===== src/rtl/wrr_pkg.sv =====
package wrr_pkg;
    typedef enum logic [1:0] {
        GR_NONE = 2'b00,
        GR_HI   = 2'b01,
        GR_LO   = 2'b10
    } grant_e;
endpackage


===== src/rtl/wrr_prio_classifier.sv =====
module wrr_prio_classifier #(
    parameter int PCP_W       = 3,
    parameter int DSCP_W      = 6,
    parameter int PCP_HI_MIN  = 4,
    parameter int DSCP_HI_MIN = 40
) (
    input  logic              port_en,
    input  logic              port_hi,
    input  logic              pcp_en,
    input  logic [PCP_W-1:0]  pcp,
    input  logic              ds_en,
    input  logic [DSCP_W-1:0] dscp,
    output logic              is_high
);
    localparam logic [PCP_W-1:0]  PCP_THR  = PCP_W'(PCP_HI_MIN);
    localparam logic [DSCP_W-1:0] DSCP_THR = DSCP_W'(DSCP_HI_MIN);

    logic hit_port, hit_pcp, hit_ds;

    always_comb begin
        hit_port = port_en & port_hi;
        hit_pcp  = pcp_en & (pcp >= PCP_THR);
        hit_ds   = ds_en & (dscp >= DSCP_THR);
        is_high  = hit_port | hit_pcp | hit_ds;
    end

    always_comb begin
        a_r10_disabled_quiet: assert (port_en || pcp_en || ds_en || !is_high);
    end
endmodule


===== src/rtl/wrr_credit_ctr.sv =====
module wrr_credit_ctr #(
    parameter int CW = 4
) (
    input  logic          clk,
    input  logic          rst_n,
    input  logic [CW-1:0] weight,
    input  logic          reload,
    input  logic          dec,
    output logic [CW-1:0] credit_now
);
    typedef struct packed {
        logic [CW-1:0] credit;
    } cred_s;

    cred_s s_d, s_q;

    always_comb begin
        s_d = s_q;
        if (reload)
            s_d.credit = weight;
        else if (dec && s_q.credit != '0)
            s_d.credit = s_q.credit - 1'b1;
        credit_now = s_d.credit;
    end

    always_ff @(posedge clk) begin
        if (!rst_n) s_q <= '0;
        else        s_q <= s_d;
    end

    a_r7_reload_takes_weight: assert property (@(posedge clk) disable iff (!rst_n)
        reload |=> s_q.credit == $past(weight));
endmodule


===== src/rtl/wrr_grant_sel.sv =====
module wrr_grant_sel
    import wrr_pkg::*;
(
    input  logic   strict,
    input  logic   due_hi,
    input  logic   hi_ne,
    input  logic   lo_ne,
    output grant_e pick
);
    always_comb begin
        pick = GR_NONE;
        if (strict || due_hi) begin
            if (hi_ne)      pick = GR_HI;
            else if (lo_ne) pick = GR_LO;
        end else begin
            if (lo_ne)      pick = GR_LO;
            else if (hi_ne) pick = GR_HI;
        end
    end

    always_comb begin
        a_r8_no_pick_from_empty: assert (!((pick == GR_HI && !hi_ne) || (pick == GR_LO && !lo_ne)));
    end
endmodule


===== src/rtl/wrr_egress_sched.sv =====
module wrr_egress_sched
    import wrr_pkg::*;
#(
    parameter int W_SEL0      = 2,
    parameter int W_SEL1      = 4,
    parameter int W_SEL2      = 8,
    parameter int PCP_HI_MIN  = 4,
    parameter int DSCP_HI_MIN = 40
) (
    input  logic       clk,
    input  logic       rst_n,
    input  logic       hi_nonempty,
    input  logic       lo_nonempty,
    input  logic       pkt_done,
    input  logic [1:0] ratio_sel,
    output logic       grant_hi,
    output logic       grant_lo,
    input  logic       port_pri_en,
    input  logic       port_pri_hi,
    input  logic       pcp_en,
    input  logic [2:0] pcp,
    input  logic       ds_en,
    input  logic [5:0] dscp,
    output logic       cls_high
);
    localparam int WMAX = (W_SEL2 > W_SEL1) ? ((W_SEL2 > W_SEL0) ? W_SEL2 : W_SEL0)
                                            : ((W_SEL1 > W_SEL0) ? W_SEL1 : W_SEL0);
    localparam int CW   = $clog2(WMAX + 1);

    typedef struct packed {
        grant_e grant;
    } sched_s;

    sched_s        s_d, s_q;
    logic [CW-1:0] weight;
    logic [CW-1:0] credit_now;
    logic          strict, idle, decide, reload, dec;
    grant_e        pick;

    always_comb begin
        strict = 1'b0;
        case (ratio_sel)
            2'b00:   weight = CW'(W_SEL0);
            2'b01:   weight = CW'(W_SEL1);
            2'b10:   weight = CW'(W_SEL2);
            default: begin
                weight = CW'(W_SEL2);
                strict = 1'b1;
            end
        endcase
        idle   = (s_q.grant == GR_NONE);
        decide = idle | pkt_done;
        reload = idle | !lo_nonempty | (pkt_done & (s_q.grant == GR_LO));
        dec    = pkt_done & (s_q.grant == GR_HI);
    end

    wrr_credit_ctr #(.CW(CW)) u_credit (
        .clk        (clk),
        .rst_n      (rst_n),
        .weight     (weight),
        .reload     (reload),
        .dec        (dec),
        .credit_now (credit_now)
    );

    wrr_grant_sel u_sel (
        .strict (strict),
        .due_hi (credit_now != '0),
        .hi_ne  (hi_nonempty),
        .lo_ne  (lo_nonempty),
        .pick   (pick)
    );

    always_comb begin
        s_d = s_q;
        if (decide) s_d.grant = pick;
    end

    always_ff @(posedge clk) begin
        if (!rst_n) s_q <= '{grant: GR_NONE};
        else        s_q <= s_d;
    end

    assign grant_hi = (s_q.grant == GR_HI);
    assign grant_lo = (s_q.grant == GR_LO);

    wrr_prio_classifier #(
        .PCP_W(3), .DSCP_W(6), .PCP_HI_MIN(PCP_HI_MIN), .DSCP_HI_MIN(DSCP_HI_MIN)
    ) u_cls (
        .port_en (port_pri_en),
        .port_hi (port_pri_hi),
        .pcp_en  (pcp_en),
        .pcp     (pcp),
        .ds_en   (ds_en),
        .dscp    (dscp),
        .is_high (cls_high)
    );

    a_r1_grant_onehot: assert property (@(posedge clk) disable iff (!rst_n)
        $onehot0({grant_hi, grant_lo}));
    a_r2_idle_grants: assert property (@(posedge clk) disable iff (!rst_n)
        (!grant_hi && !grant_lo && (hi_nonempty || lo_nonempty)) |=> (grant_hi || grant_lo));
    a_r3_hold_grant: assert property (@(posedge clk) disable iff (!rst_n)
        ((grant_hi || grant_lo) && !pkt_done) |=> ($stable(grant_hi) && $stable(grant_lo)));
    a_r5_strict_high: assert property (@(posedge clk) disable iff (!rst_n)
        (ratio_sel == 2'b11 && hi_nonempty && (pkt_done || (!grant_hi && !grant_lo))) |=> grant_hi);
    a_r8_idle_stays: assert property (@(posedge clk) disable iff (!rst_n)
        (!grant_hi && !grant_lo && !hi_nonempty && !lo_nonempty) |=> (!grant_hi && !grant_lo));
endmodule


===== config.mk =====
export PLATFORM = sky130hd
export DESIGN_NAME = wrr_egress_sched
export DESIGN_NICKNAME = d
export VERILOG_FILES = /design/src/rtl/wrr_pkg.sv /design/src/rtl/wrr_prio_classifier.sv /design/src/rtl/wrr_credit_ctr.sv /design/src/rtl/wrr_grant_sel.sv /design/src/rtl/wrr_egress_sched.sv
export SDC_FILE = /design/constraint.sdc
export NUM_CORES = 1
export LEC_CHECK = 0
export ABC_AREA = 0
export BUFFER_PORTS_ARGS = -buffer_cell sky130_fd_sc_hd__buf_2
export CORE_MARGIN = 2
export CORE_UTILIZATION = 25
export CTS_CLUSTER_DIAMETER = 50
export DETAILED_ROUTE_END_ITERATION = 6
export GPL_ROUTABILITY_DRIVEN = 0
export GPL_TIMING_DRIVEN = 1
export PLACE_DENSITY = 0.48
export SLEW_MARGIN = 0
export SYNTH_ARGS = -nofsm -noshare
export SYNTH_HDL_FRONTEND = slang
export SYNTH_SLANG_ARGS = --single-unit

===== constraint.sdc =====
create_clock -name clk -period 4 [get_ports clk]
set_clock_uncertainty 0.15 [all_clocks]
set_input_delay 0.6 -clock clk [delete_from_list [all_inputs] [get_ports clk]]
set_output_delay 0.6 -clock clk [all_outputs]
set_load 0.01 [all_outputs]

# Word-level counts from Yosys, hierarchy flattened
# Index checks and enable logic that the tools add are counted.
# Widths: inputs -> output; s select.
[totals]
regBits = 6
input_bits = 20
output_inout_bits = 3
word_cells = 36
[classes]
n_addsub = 1
n_lt_le_gt_ge = 2
n_eq_ne = 4
n_mux = 9
bitwise = 10
n_reduce_logical = 8
[op_table]
columns = ["cell", "n"]
rows = [
  ["$mux 2", 4],
  ["$mux 4", 2],
  ["$pmux 4 s2", 1],
  ["$reduce_bool 4->1", 2],
  ["$ge 6x6->1 const B", 1],
  ["$and 1x1->1", 5],
  ["$or 1x1->1", 5],
  ["$eq 2x1->1 const B", 2],
  ["$eq 2x2->1 const B", 2],
  ["$logic_not 2->1", 2],
  ["$sub 4x1->4 const B", 1],
  ["$ge 3x3->1 const B", 1],
  ["$reduce_or 3->1", 1],
  ["$mux 1", 2],
  ["$logic_and 1x1->1", 1],
  ["$logic_not 1->1", 1],
  ["$logic_or 1x1->1", 1],
]

# Logic depth before layout (Yosys ltp)
# Gate-level depths: netlist (run 1).
[depth]
word_depth = 8
mapped_depth = 7
mapped_depth_nobuf = 7

# By module
# From an unflattened synthesis (run 1), not the netlist that was laid out.
[unflattened]
hier_cells = 59
hier_area_um2 = 452.9
[by_module_without_submodules]
columns = ["mod", "instances", "cells_each", "area_per_inst_um2", "seq_area_each_um2"]
rows = [
  ["wrr_credit_ctr", 1, 34, 279.0, 80.1],
  ["wrr_egress_sched", 1, 18, 132.6, 40.0],
  ["wrr_grant_sel", 1, 4, 22.5, 0.0],
  ["wrr_prio_classifier", 1, 3, 18.8, 0.0],
]

# Worst setup path before layout (run 1)
# Ideal clock, no wire load.
[synth_timing]
path_kind = "register to register"
start = "register u_credit.s_q[0] in the netlist's numbering"
end = "register s_q[1] in the netlist's numbering"
setup_time_ns = 0.120
arrival_time_ns = 1.733
t_required_ns = 3.730
setup_slack_ns = 1.997
stages_incl_launch_ff = 8
path_buffers = 0
synth_period_minus_slack_ns = 2.003
path_cell_list = "dfxtp_1 inv_1 ha_1 or4b_1 o221ai_1 o22a_2 nor4_2 o31a_1"
[synth_via]
elab_chain_len = 7
word_cells_on_any_way = 8
cone_classes = "1 x add/sub; 3 x mux; 4 x reduce/logical"
[synth_lines]
columns = ["element", "line", "source"]
rows = [
  ["start, declared", "wrr_credit_ctr.sv:15", "cred_s s_d, s_q;"],
  ["start signal, assigned", "wrr_credit_ctr.sv:27", "if (!rst_n) s_q <= '0;"],
  ["start signal, assigned", "wrr_credit_ctr.sv:28", "else s_q <= s_d;"],
  ["branches (longest 2 deep; another with $sub 4x1->4)", "--", ""],
  ["$mux 4 *", "wrr_credit_ctr.sv:21", "else if (dec && s_q.credit != '0)"],
  ["$mux 4 *", "wrr_credit_ctr.sv:19", "if (reload)"],
  ["$reduce_bool 4->1 *", "wrr_egress_sched.sv:68", ".due_hi (credit_now != '0),"],
  ["$logic_or 1x1->1 *", "wrr_grant_sel.sv:12", "if (strict || due_hi) begin"],
  ["$mux 2 *", "wrr_grant_sel.sv:12", ""],
  ["end signal, assigned", "wrr_egress_sched.sv:80", "if (!rst_n) s_q <= '{grant: GR_NONE};"],
  ["end, declared", "wrr_egress_sched.sv:34", "sched_s s_d, s_q;"],
]
# Mark *: on every way between the ends.
# A chain may end at the register's enable or synchronous reset.

# Worst setup path after layout (run 1)
# Same ends and word-level chain as after synthesis.

==> results of run 1 <==
[cell families after synthesis]
group | after synthesis
compound gates | 14
fa+ha+maj | 1
buf+inv | 4
flops | 6
mux | 2
simple gates | 27
[layer usage]
metal	routed length [um]	vias to the layer above	track usage, %
li1	-	246	-
met1	447	208	11.94
met2	549	4	21.35
met3	16	0	1.132
met4	0	0	6.486
met5	0	-	0
[layout by cell type, fill, tap and decap left out, drive strengths merged]
cell type,synthesis,routed
nor4,1,1
clkbuf,0,3
o31a,1,1
o2111ai,1,1
o32ai,1,1
o21ai,1,1
inv,3,3
nor3b,1,1
and3,2,2
nand2,3,3
a21oi,1,1
and2,4,4
nand3b,1,1
nand4b,2,2
and2b,1,1
mux2i,2,2
a22oi,1,1
o221ai,3,3
or3b,1,1
and3b,1,1
nor2b,4,4
nor2,1,1
a21boi,1,1
ha,1,1
o21a,1,1
dfxtp,6,6
nand3,1,1
o22a,1,1
or4b,2,2
buf,1,17
nand2b,2,2
o211ai,1,1
o41a,1,1
[path summary, 6_finish.rpt]
path | slack [ns] | depth (start not counted) | from | to
worst max-delay path | 1.85 | 7 | u_credit.s_q[0] | s_q[1]
worst min-delay path | 0.47 | 3 | rst_n | s_q[0]
worst max register to register | 1.85 | 7 | u_credit.s_q[0] | s_q[1]
worst min register to register | 0.52 | 3 | u_credit.s_q[0] | u_credit.s_q[0]
[power by group]
part           internal, mW  total [mW]  switching, mW
Clock                0.0338      0.0537         0.0199
Sequential           0.0638      0.0700        0.00617
Combinational        0.0229      0.0413         0.0184
Total                 0.121       0.165         0.0445
[through the flow]
stage | total power [mW] | cell area [sq um]
after CTS | 0.1686 | 608.1
final | 0.1650 | 608.1
after global routing | 0.1762 | 608.1
after global placement | 0.1132 | 585.6
after detailed placement | 0.1126 | 585.6
after floorplan | 0.09662 | 474.2
[sequential cells by signal, indices dropped and copies added, names as in the netlist]
| signal | count |
|---|---|
| s_q | 2 |
| u_credit.s_q | 4 |
[cell usage after synthesis (2+ instances only)]
cell | instances | area share [%]
and3_1 | 2 | 2.6
nor2b_2 | 2 | 3.7
nand4b_1 | 2 | 3.7
o221ai_1 | 3 | 5.5
and2_1 | 4 | 5.3
inv_1 | 3 | 2.4
mux2i_1 | 2 | 4.2
dfxtp_1 | 6 | 25
or4b_1 | 2 | 4.2
nand2_1 | 3 | 2.4
nand2b_1 | 2 | 2.6
nor2b_1 | 2 | 2.6
[cell type report]
cell class / count / area [sq um]
clock buffers: 3 / 22.52
fillers: 199 / 1156
inverters: 3 / 11.26
multi-input cells: 44 / 337.8
flip-flops and latches: 6 / 120.1
well taps: 25 / 31.28
repair buffers: 17 / 85.08
[worst reg2reg max path: cells and delay by family (launching register included)]
kind                       cells  cell delay [ns]
AOI/OAI and AO/OA              3             0.65
buffers and inverters          1             0.06
adders and majority gates      1             0.23
and+or+nand+nor                2             0.55
DFF                            1             0.39
==> results.md, run 1 <==
- Status: completed
- CTS tree: built
- Largest family of logic cells by synthesized area: simple AND/OR/NAND/NOR gates
- PortBufs: 17
- DR iter-0 viols: 1
- Syn. warnings: 0
- Starting density of the core: 26.88%
- Cell count after synthesis: 54
- Min Tclk post-route: 2.151 ns
- Crit Path Category: reg2reg
- EDFF count, synth: 0
- Power per cell area: 271.3 nW/um^2
- H-tree depth: 1
- Peak supply drop: 127.0 uV
- Slew Limit Fails: 0
- Critical path's slowest cell: or4b_1
- Adder and majority gate portion of the synthesized area: 2.639%
- Non-Filler Instances: 98
- Top delay family on crit path: compound AO/OA/AOI/OAI gates
- PnR worst setup slack: 1.849 ns
- Die area: 2261 sq um
- Synth Area in Simple Gates: 40.37%
- Chip height: 47.55 um
- Cts repair resizes: 0
- Post-placement setup slack: 1.848 ns
- Worst path buffer plus inverter count: 1
- Via count: 458
- Initial DRT Pass Iterations: 2
- Vias per inst: 4.673
- WHS: 0.4672 ns
- Post-route ant nets: 0
- Crit-path max cell delay: 0.50 ns
- Synthesized cell area: 474.2 sq um
- Measured slew at the worst slew-check pin: 0.3876 ns
- Compound-cell area share of the yosys netlist: 24.01%
- Clock-pin slew on the worst setup and hold paths: 0.04 ns
- Largest net degree at the start of global routing: 14
- Core area: 1764 sq um
- CTS root buf: clkbuf_4
- Crit-path cells: inv_1 -> ha_1 -> or4b_1 -> o221ai_1 -> o22a_2 -> nor4_2 -> o31a_1
- FMAX: 0.4650 GHz
- Placed insts: 95
- Post-Syn Nets: 75
- Post-Route WL: 1013 um
- Crit start category: flip-flop
- Sum Neg Setup Slack: 0 ns
- Min-Delay Path Class: in2reg
- Post-CTS Hold Buffers: 0
- Layout cells sized above 1: 34.25%
- Max Root-Sink Buffers: 2
- Finished Core Util: 34.47%
- Rows: 15
- Fin. Hold Viols: 0
- First-pass GRT wire length: 1828 um
- Leak Pwr: 0.2578 nW
- Total CTS buffers: 3
- NumNets Final: 96
- Post-route DRC: 0
- Synth-to-Final Area Change: 28.23%
- Antenna Cells: 0
- WL/cell: 10.34 um
- Post-synthesis xor/xnor area fraction: 0%
- # Max-Cap Violations: 0
- Die width: 47.55 um
- Syn avg cell area: 8.782 sq um
- Final setup viols: 0
- # Post-CTS Setup Buffers: 0
- Multiplexer share of the synthesized area: 4.222%
- Worst-skew pair later-pin latency: 0.24 ns
- I/O pin total: 23
- Rel. slew slack: 74.13%
- #FFs+latches synth: 6
- Hpwl dp: 844.2 um
- Sequential share of the synthesized area: 25.33%
- Vias in the first global route: 466
- Worst EP required: 3.98 ns
- CP Max Fanout: 5
- RSZ-0062 raised after global routing: no
- Antenna violations before repair: 0
- Share of the cycle needed by the critical path after routing: 53.76%
- Fraction of registers with async set/reset: 0%
- Total grt overflow: 0
- Netlist cell types: 33
- GRT Overall Usage: 11.27%
- CTS Sinks: 6
- CP Capture Type: flip-flop
- CP Data Arrival Time: 2.13 ns
- Main synth FF type: dfxtp_1
(Power assumes the default switching activity.)
==> inputs of run 2 (changes only) <==
==> constraint.sdc (replaced) <==
create_clock -name clk -period 2.1 [get_ports clk]
set_clock_uncertainty 0.15 [all_clocks]
set_input_delay 0.315 -clock clk [delete_from_list [all_inputs] [get_ports clk]]
set_output_delay 0.315 -clock clk [all_outputs]
set_load 0.01 [all_outputs]
==> run 2 against run 1 <==
  * Global-route usage up 0.91 points
  * Non-clock buffer count increased by 4
  * Utilization is 2.3 points higher
  * Critical path depth stayed put
  * Final area up 6.6%
  * Flip-flop and latch count unchanged
  * Register-to-register slack worse by 1.8 ns
  * Die area is the same
  * Via count up 11%
  * Sequential power rose by 87%
  * Worst hold slack lost 0.29 ns
  * First-iteration DRC count rose to 5.0 times the previous value
  * Largest power group unchanged
  * Highest routed layer is now met4
==> results.md, run 2 (synthesized netlist as in run 1, its figures left out) <==
- Highest-count cells in the layout ignoring fill and taps: buf_2, dfxtp_1, and2_1, buf_4 (was buf_2, dfxtp_1, and2_1)
- Crit start category: flip-flop (unchanged)
- Leak Pwr: 0.2803 nW (was 0.2578 nW)
- Clock-pin slew on the worst setup and hold paths: 0.05 ns (was 0.04 ns)
- Max reg flops: 4 (unchanged)
- Power per cell area: 499.8 nW/um^2 (was 271.3 nW/um^2)
- CP Max Fanout: 2 (was 5)
- Rows: 15 (unchanged)
- CTS Sinks: 6 (unchanged)
- CTS tree: built (unchanged)
- Measured slew at the worst slew-check pin: 0.3580 ns (was 0.3876 ns)
- WHS: 0.1768 ns (was 0.4672 ns)
- Vias per inst: 4.971 (was 4.673)
- Setup crit start: u_credit.s_q[0] (unchanged)
- Non-Filler Instances: 102 (was 98)
- Vias in the first global route: 477 (was 466)
- Biggest regs: u_credit.s_q x4, s_q x2 (unchanged)
- Fin. Hold Viols: 0 (unchanged)
- Via count: 507 (was 458)
- Slew Limit Fails: 0 (unchanged)
- Hold_sp: rst_n (unchanged)
- Largest net degree at the start of global routing: 9 (was 14)
- DR iter-0 viols: 5 (was 1)
- PortBufs: 17 (unchanged)
- Final setup viols: 0 (unchanged)
- CTS root buf: clkbuf_4 (unchanged)
- Min-Delay Path Class: in2reg (unchanged)
- Tot Pwr: 0.3239 mW (was 0.1650 mW)
- Worst EP required: 2.08 ns (was 3.98 ns)
- Commonest non-fill, non-tap cell in the layout: buf_2 (unchanged)
- Max Root-Sink Buffers: 2 (unchanged)
- # Max-Cap Violations: 0 (unchanged)
- Crit-path max cell delay: 0.52 ns (was 0.50 ns)
- Critical path's slowest cell: or4b_4 (was or4b_1)
- Core area: 1764 sq um (unchanged)
- WL/cell: 10.78 um (was 10.34 um)
- Worst-skew pair later-pin latency: 0.24 ns (about the same)
- Total grt overflow: 0 (unchanged)
- Die width: 47.55 um (unchanged)
- Die area: 2261 sq um (unchanged)
- FMAX: 0.4951 GHz (was 0.4650 GHz)
- Total CTS buffers: 3 (unchanged)
- First-pass GRT wire length: 1890 um (was 1828 um)
- Finished Core Util: 36.74% (was 34.47%)
- Post-route ant nets: 0 (unchanged)
- Status: completed (unchanged)
- Sum Neg Setup Slack: 0 ns (unchanged)
- Crit Path Category: reg2reg (unchanged)
- Post-route DRC: 0 (unchanged)
- Synth-to-Final Area Change: 36.68% (was 28.23%)
- H-tree depth: 1 (unchanged)
- Area after DPL: 615.6 sq um (was 585.6 sq um)
- Antenna violations before repair: 0 (unchanged)
- Share of the cycle needed by the critical path after routing: 96.18% (was 53.76%)
- Rel. slew slack: 76.06% (was 74.13%)
- I/O pin total: 23 (unchanged)
- GRT Overall Usage: 12.18% (was 11.27%)
- Placed insts: 99 (was 95)
- CP Data Arrival Time: 2.00 ns (was 2.13 ns)
- NumNets Final: 100 (was 96)
- Filler cells: 198 (was 199)
- PnR worst setup slack: 0.08012 ns (was 1.849 ns)
- Worst r2r src: u_credit.s_q[0] (unchanged)
- Peak supply drop: 339.4 uV (was 127.0 uV)
- Crit-path cells: inv_1 -> ha_1 -> or4b_4 -> o221ai_2 -> o22a_2 -> nor4_2 -> o31a_1 (was inv_1 -> ha_1 -> or4b_1 -> o221ai_1 -> o22a_2 -> nor4_2 -> o31a_1)
- Min Tclk post-route: 2.020 ns (was 2.151 ns)
- Starting density of the core: 26.88% (unchanged)
- Initial DRT Pass Iterations: 4 (was 2)
- Hpwl dp: 913.3 um (was 844.2 um)
- Chip height: 47.55 um (unchanged)
- Antenna Cells: 0 (unchanged)
- RSZ-0062 raised after global routing: no (unchanged)
- CP Capture Type: flip-flop (unchanged)
- Layout cells sized above 1: 40.26% (was 34.25%)
- Post-placement setup slack: 0.01237 ns (was 1.848 ns)
- Final cell area excluding filler cells: 648.1 sq um (was 608.1 sq um)
- Post-Route WL: 1100 um (was 1013 um)
- Most flops, register: u_credit.s_q (unchanged)
-- run 2: changes by cell type in the layout (fill, tap and decap cells not counted) --
cell / delta
buf_4: +4
or4b_1: -1
or4b_4: +1
o221ai_2: +1
o221ai_1: -1
-- run 2: timing repair --
action | CTS | global route
endpoints found under the setup margin | 1 | 1
hold buffers | 0 | 0
resized for setup | 0 | 2
pin swaps | 1 | 1
buffers inserted | 0 | 0
cloned | 0 | 0
-- run 2: path summary, 6_finish.rpt --
check	to	slack [ns]	cells after the start
setup reg to reg	s_q[1]	0.08	7
setup / recovery	s_q[1]	0.08	7
hold / removal	s_q[0]	0.18	3
hold reg to reg	s_q[0]	0.57	4
-- run 2: critical path, delay by kind of cell, from the launching register on --
| kind | cells | cell delay, ns |
|---|---|---|
| compound gates | 3 | 0.59 |
| fa+ha+maj | 1 | 0.20 |
| buf+inv | 1 | 0.05 |
| flops | 1 | 0.34 |
| simple gates | 2 | 0.57 |
-- run 2: metal layers --
layer,GRT usage [%],part of all wire (%),vias up
met4,9.730,3.1,0
met3,1.132,2.5,5
met5,0,0,-
li1,-,-,259
met1,13.48,41,234
met2,21.08,53,9
-- run 2: final cells by class --
class	count	area (sq um)	share of cell area [%]
clock buffers	3	22.52	3.475
well taps	25	31.28	4.826
flip-flops and latches	6	120.1	18.53
repair buffers	21	115.1	17.76
inverters	3	11.26	1.737
multi-input cells	44	347.8	53.67
-- run 2: power breakdown --
| part | internal, mW | leakage, nW | switching (mW) |
|---|---|---|---|
| Clock | 0.0645 | 0.0138 | 0.0392 |
| Combinational | 0.0489 | 0.217 | 0.0405 |
| Sequential | 0.122 | 0.0494 | 0.00938 |
